## config.mk

```make
export PLATFORM = sky130hd
export DESIGN_NAME = mul_fp_unit
export DESIGN_NICKNAME = d
export VERILOG_FILES = /design/src/rtl/mul_fp_pkg.sv /design/src/rtl/mul_fp_ctrl.sv /design/src/rtl/mul_fp_core.sv /design/src/rtl/mul_fp_sign_corr.sv /design/src/rtl/mul_fp_unit.sv
export SDC_FILE = /design/constraint.sdc
export NUM_CORES = 1
export LEC_CHECK = 0
export BUFFER_PORTS_ARGS = -buffer_cell sky130_fd_sc_hd__buf_2
export CELL_PAD_IN_SITES_DETAIL_PLACEMENT = 1
export CELL_PAD_IN_SITES_GLOBAL_PLACEMENT = 2
export CORE_AREA = 2 2 192 194
export DETAILED_ROUTE_END_ITERATION = 12
export DIE_AREA = 0 0 194 196
export PLACE_DENSITY = 0.81
export SLEW_MARGIN = 25
export SYNTH_ARGS = -nofsm -noshare
export SYNTH_HDL_FRONTEND = slang
export SYNTH_HIERARCHICAL = 1
export SYNTH_SLANG_ARGS = --single-unit
```

## constraint.sdc

```tcl
create_clock -name clk_i -period 5.4 [get_ports clk_i]
set_clock_uncertainty 0.2 [all_clocks]
set_input_delay 0 -clock clk_i [delete_from_list [all_inputs] [get_ports clk_i]]
set_output_delay 0 -clock clk_i [all_outputs]
set_load 0.02 [all_outputs]
```

## src/rtl/mul_fp_pkg.sv

```systemverilog
package mul_fp_pkg;
  typedef enum logic [2:0] {
    ST_IDLE,
    ST_RUN,
    ST_FIX,
    ST_WLO,
    ST_WHI
  } mul_st_e;
endpackage

```

## src/rtl/mul_fp_ctrl.sv

```systemverilog
module mul_fp_ctrl
  import mul_fp_pkg::*;
#(
  parameter int W = 32
) (
  input  logic    clk_i,
  input  logic    rst_ni,
  input  logic    start_i,
  output mul_st_e state_o,
  output logic    accept_o,
  output logic    step_o,
  output logic    fix_o
);
  localparam int CW = (W > 1) ? $clog2(W) : 1;

  mul_st_e       st_q;
  logic [CW-1:0] cnt_q;

  assign accept_o = start_i && (st_q == ST_IDLE);
  assign step_o   = (st_q == ST_RUN);
  assign fix_o    = (st_q == ST_FIX);
  assign state_o  = st_q;

  always_ff @(posedge clk_i or negedge rst_ni) begin
    if (!rst_ni) begin
      st_q  <= ST_IDLE;
      cnt_q <= '0;
    end else begin
      unique case (st_q)
        ST_IDLE: if (start_i) begin
          st_q  <= ST_RUN;
          cnt_q <= '0;
        end
        ST_RUN: begin
          cnt_q <= cnt_q + 1'b1;
          if (cnt_q == CW'(W - 1)) st_q <= ST_FIX;
        end
        ST_FIX:  st_q <= ST_WLO;
        ST_WLO:  st_q <= ST_WHI;
        ST_WHI:  st_q <= ST_IDLE;
        default: st_q <= ST_IDLE;
      endcase
    end
  end
endmodule

```

## src/rtl/mul_fp_core.sv

```systemverilog
module mul_fp_core #(
  parameter int W = 32
) (
  input  logic         clk_i,
  input  logic         rst_ni,
  input  logic         load_i,
  input  logic         step_i,
  input  logic         fix_i,
  input  logic [W-1:0] a_i,
  input  logic [W-1:0] b_i,
  input  logic [W-1:0] corr_i,
  output logic [W-1:0] hi_o,
  output logic [W-1:0] lo_o
);
  logic [W-1:0] hi_q, lo_q;
  logic [W:0]   sum;

  // multiplier bits sit in lo_q and are consumed from bit 0
  assign sum = {1'b0, hi_q} + (lo_q[0] ? {1'b0, b_i} : '0);

  always_ff @(posedge clk_i or negedge rst_ni) begin
    if (!rst_ni) begin
      hi_q <= '0;
      lo_q <= '0;
    end else if (load_i) begin
      hi_q <= '0;
      lo_q <= a_i;
    end else if (step_i) begin
      hi_q <= sum[W:1];
      lo_q <= {sum[0], lo_q[W-1:1]};
    end else if (fix_i) begin
      hi_q <= hi_q - corr_i;
    end
  end

  assign hi_o = hi_q;
  assign lo_o = lo_q;
endmodule

```

## src/rtl/mul_fp_sign_corr.sv

```systemverilog
module mul_fp_sign_corr #(
  parameter int W = 32
) (
  input  logic         signed_i,
  input  logic [W-1:0] a_i,
  input  logic [W-1:0] b_i,
  output logic [W-1:0] corr_o
);
  logic [W-1:0] sel_b, sel_a;
  // selections, not products: a negative operand pulls in the other one
  assign sel_b  = (signed_i && a_i[W-1]) ? b_i : '0;
  assign sel_a  = (signed_i && b_i[W-1]) ? a_i : '0;
  assign corr_o = sel_b + sel_a;
endmodule

```

## src/rtl/mul_fp_unit.sv

```systemverilog
module mul_fp_unit
  import mul_fp_pkg::*;
#(
  parameter int W  = 32,
  parameter int IW = 5
) (
  input  logic          clk_i,
  input  logic          rst_ni,
  input  logic          start_i,
  input  logic          signed_i,
  input  logic [W-1:0]  a_i,
  input  logic [W-1:0]  b_i,
  input  logic [IW-1:0] dst_lo_i,
  input  logic [IW-1:0] dst_hi_i,
  output logic          busy_o,
  output logic          wr_en_o,
  output logic [IW-1:0] wr_idx_o,
  output logic [W-1:0]  wr_data_o
);
  mul_st_e       st;
  logic          accept, step, fix;
  logic [W-1:0]  a_q, b_q, corr, hi, lo;
  logic          sgn_q;
  logic [IW-1:0] dlo_q, dhi_q;

  always_ff @(posedge clk_i or negedge rst_ni) begin
    if (!rst_ni) begin
      a_q   <= '0;
      b_q   <= '0;
      sgn_q <= 1'b0;
      dlo_q <= '0;
      dhi_q <= '0;
    end else if (accept) begin
      a_q   <= a_i;
      b_q   <= b_i;
      sgn_q <= signed_i;
      dlo_q <= dst_lo_i;
      dhi_q <= dst_hi_i;
    end
  end

  mul_fp_ctrl #(.W(W)) u_ctrl (
    .clk_i   (clk_i),
    .rst_ni  (rst_ni),
    .start_i (start_i),
    .state_o (st),
    .accept_o(accept),
    .step_o  (step),
    .fix_o   (fix)
  );

  mul_fp_core #(.W(W)) u_core (
    .clk_i  (clk_i),
    .rst_ni (rst_ni),
    .load_i (accept),
    .step_i (step),
    .fix_i  (fix),
    .a_i    (a_i),
    .b_i    (b_q),
    .corr_i (corr),
    .hi_o   (hi),
    .lo_o   (lo)
  );

  mul_fp_sign_corr #(.W(W)) u_corr (
    .signed_i(sgn_q),
    .a_i     (a_q),
    .b_i     (b_q),
    .corr_o  (corr)
  );

  assign busy_o    = (st != ST_IDLE);
  assign wr_en_o   = (st == ST_WLO) || (st == ST_WHI);
  assign wr_idx_o  = (st == ST_WHI) ? dhi_q : dlo_q;
  assign wr_data_o = (st == ST_WHI) ? hi : lo;
endmodule

```

==> out/metrics.yaml <==
clock-root-buffer: "clkbuf_16"
place_area_um2: 13400
required_ns: 5.56
drive_gt1_frac: 0.217
ioPinCount: 117
synth.top_cell.area_share: 0.296
h-tree-depth: 4
period_minus_slack_ns: 5.19
status: "finished with violations"
post_drt_wl_per_cell_um: 20.4
hp-class: "input pin to asynchronous set/reset pin"
timing.fmax_ghz: 0.193
grt_usage: 0.213
nets: 1700
cts.sinks: 147
worstSetupEndpointType: "register"
syn_inst: 1358
synth_cell_types: 93
post-place-ws_ns: 0.0635
setup_violations: 0
path_delay_family: "compound AO/OA/AOI/OAI gates"
dieHeight_um: 196
die_area_um2: 38000
final_hold_viol_count: 8
n_antenna_cell: 0
design_area_um2: 14900
core_um2: 36100
syn_avg_cell_area_um2: 9.15
clockBufferDepth: 2
vias: 10959
vdd_drop_max_mv: 0.283
path_cells: "and3_1 > ha_1 > fa_1 > a21o_1 > a221oi_4 > o21ai_2 > buf_4 > a31oi_4 > xnor2_1 > inv_1 > ha_1 > a21oi_1 > o21ai_0 > a21oi_1 > nand2_1 > a31o_2 > a21oi_1 > buf_4 > nor4b_1 > a311oi_1 > nand3b_1 > o211ai_1"
whs_ns: -0.0223
async_reset_ff_frac: 1.00
drc_errors: 0
yosys_warnings: 6
fp.dieW_um: 194
fin_cells: 2004
slew_headroom: 0.417
rows: 70
worst_pin_slew_ns: 0.875
leakagePower_nw: 6.89
synth_ff_type: "dfrtp_1"
slowest_stage: "dfrtp_2"
portBuffers: 116
first_iter_violations: 692
antenna_found_initial: 6
dp_hpwl_mm: 29.8
grt_start_max_net_pins: 170
synth_fp_nets: 1535
ant_nets: 0
violations: "hold timing"
start_kind: "register"
start_util: 0.344
ys_ff_latch: 147
cts_made_buffers: 17
wl_mm: 40.9
grt_pass1_vias: 11440
period_share: 0.961
placed_cells: 1894
dr.pass1.iters: 5
maxCapViolCount: 0
cellPowerDensity_nw_per_um2: 614
area_growth_pct: 19.6
drv_slew: 0
critPathArrivalTime_ns: 5.35
fin_ws_ns: 0.212
power_w: 0.00913
synth_area_um2: 12400
max_stage_delay_ns: 0.48
routed_via_density: 5.47
place.gp.congestion: 0.905
crit_buf_inv: 3
synth-edff-count: 0
critical_path.most_common_cell: "a21oi_1"
clock_latency_ns: 0.45
crit_type: "register to register"
ys_seq_area_frac: 0.296
cts_tree: "built"
grt_pass1_wl_mm: 64.2
yosysTopAreaCell: "dfrtp_1"
gr-total-overflow: 0
clk_pin_slew_worst_paths_ns: 0.07
ys_top_cells_by_area: "dfrtp_1 (30%), ha_1 (9.7%), mux2_2 (8.7%)"
critPathMaxFanout: 12
## final cells by class
cell class / count / area [um2]
clock buffers: 18 / 439
clock inverters: 14 / 176
fillers: 4239 / 21200
inverters: 61 / 229
multi-input cells: 1082 / 8230
flip-flops and latches: 147 / 3680
well taps: 468 / 586
repair buffers: 214 / 1530
## worst paths after layout
kind / start / to / slack (ns) / cells after the start
max: sgn_q$_DFFE_PN0P_ / u_core/hi_o[31]$_DFFE_PN0P_ / 0.21 / 22
min: rst_ni / u_core/lo_o[5]$_DFFE_PN0P_ / -0.02 / 2
max reg2reg: sgn_q$_DFFE_PN0P_ / u_core/hi_o[31]$_DFFE_PN0P_ / 0.21 / 22
min reg2reg: a_q[19]$_DFFE_PN0P_ / a_q[19]$_DFFE_PN0P_ / 0.30 / 1
max in group asynchronous: rst_ni / u_core/lo_o[0]$_DFFE_PN0P_ / 3.71 / 3
min in group clk_i: a_i[11] / u_core/lo_o[11]$_DFFE_PN0P_ / 0.12 / 4
## cells in the final DEF (no fill, tap or decap), drive strengths merged, types with 55 or more instances in the layout
cell type / synthesis / final
nand2: 110 / 110
mux2: 115 / 115
inv: 61 / 65
dfrtp: 147 / 147
and3: 71 / 71
ha: 96 / 96
buf: 22 / 136
o21ai: 94 / 94
nor2: 55 / 55
a21oi: 109 / 109
dlygate4sd3: 0 / 77
## Yosys cell counts, drive strengths merged (15+ instances only)
cell and n:
nor2 55, xnor2 45, mux2i 35, inv 61
ha 96, nor2b 22, and2 37, o21ai 94
clkbuf 45, nand3 17, and3 71, buf 22
a21oi 109, dfrtp 147, nand2 110, nand2b 16
a21o 28, a31oi 15, mux2 115, a211oi 33
xor2 34
## routing by layer
layer,track usage,share of wire,wire (um),up-vias
met1,0.303,0.49,20100,5450
met4,0.0575,0.017,701,0
li1,-,-,-,5259
met3,0.0284,0.032,1300,42
met2,0.340,0.46,18800,208
met5,0,0,0,-
## cells by family (layout without fill, tap and decap cells)
logic type      count (synthesis)  in the layout  synth area share
compound gates                372            372             0.200
mux                           150            150             0.138
simple gates                  382            382             0.161
fa+ha+maj                      99             99             0.101
flops                         147            147             0.296
xor+xnor                       79             79            0.0557
buf+inv                       129            307            0.0479
## report_power, final
group | total (W) | internal [W] | leakage, nW | switching [W]
Sequential | 0.00217 | 0.00154 | 1.76 | 0.000628
Combinational | 0.00569 | 0.00247 | 4.85 | 0.00322
Clock | 0.00127 | 0.000744 | 0.286 | 0.000529
## what timing repair did
item	in CTS	in global routing
gates resized for setup	1	12
hold buffers	77	0
setup buffers	0	1
gates cloned	0	0
endpoints found under the setup margin	1	10
pin swaps	0	2
hold endpoints to repair	196	0
## stage by stage
stage / util / hold WS, ns / TNS (ns)
after floorplan: - / -0.496 / 0
after global placement: 0.372 / -0.0841 / 0
after detailed placement: 0.372 / -0.0795 / 0
after CTS: 0.410 / 0.0183 / 0
after global routing: 0.412 / 0.0349 / -0.0700
final: 0.412 / -0.0223 / 0
## flip-flops by register name, indices dropped and copies added (netlist names)
name,count
b_q,32
u_ctrl/state_o,3
a_q,32
u_core/hi_o,32
u_ctrl/cnt_q,5
u_core/lo_o,32
dhi_q,5
sgn_q,1
dlo_q,5
No activity file was read; power rests on OpenSTA's default activity.
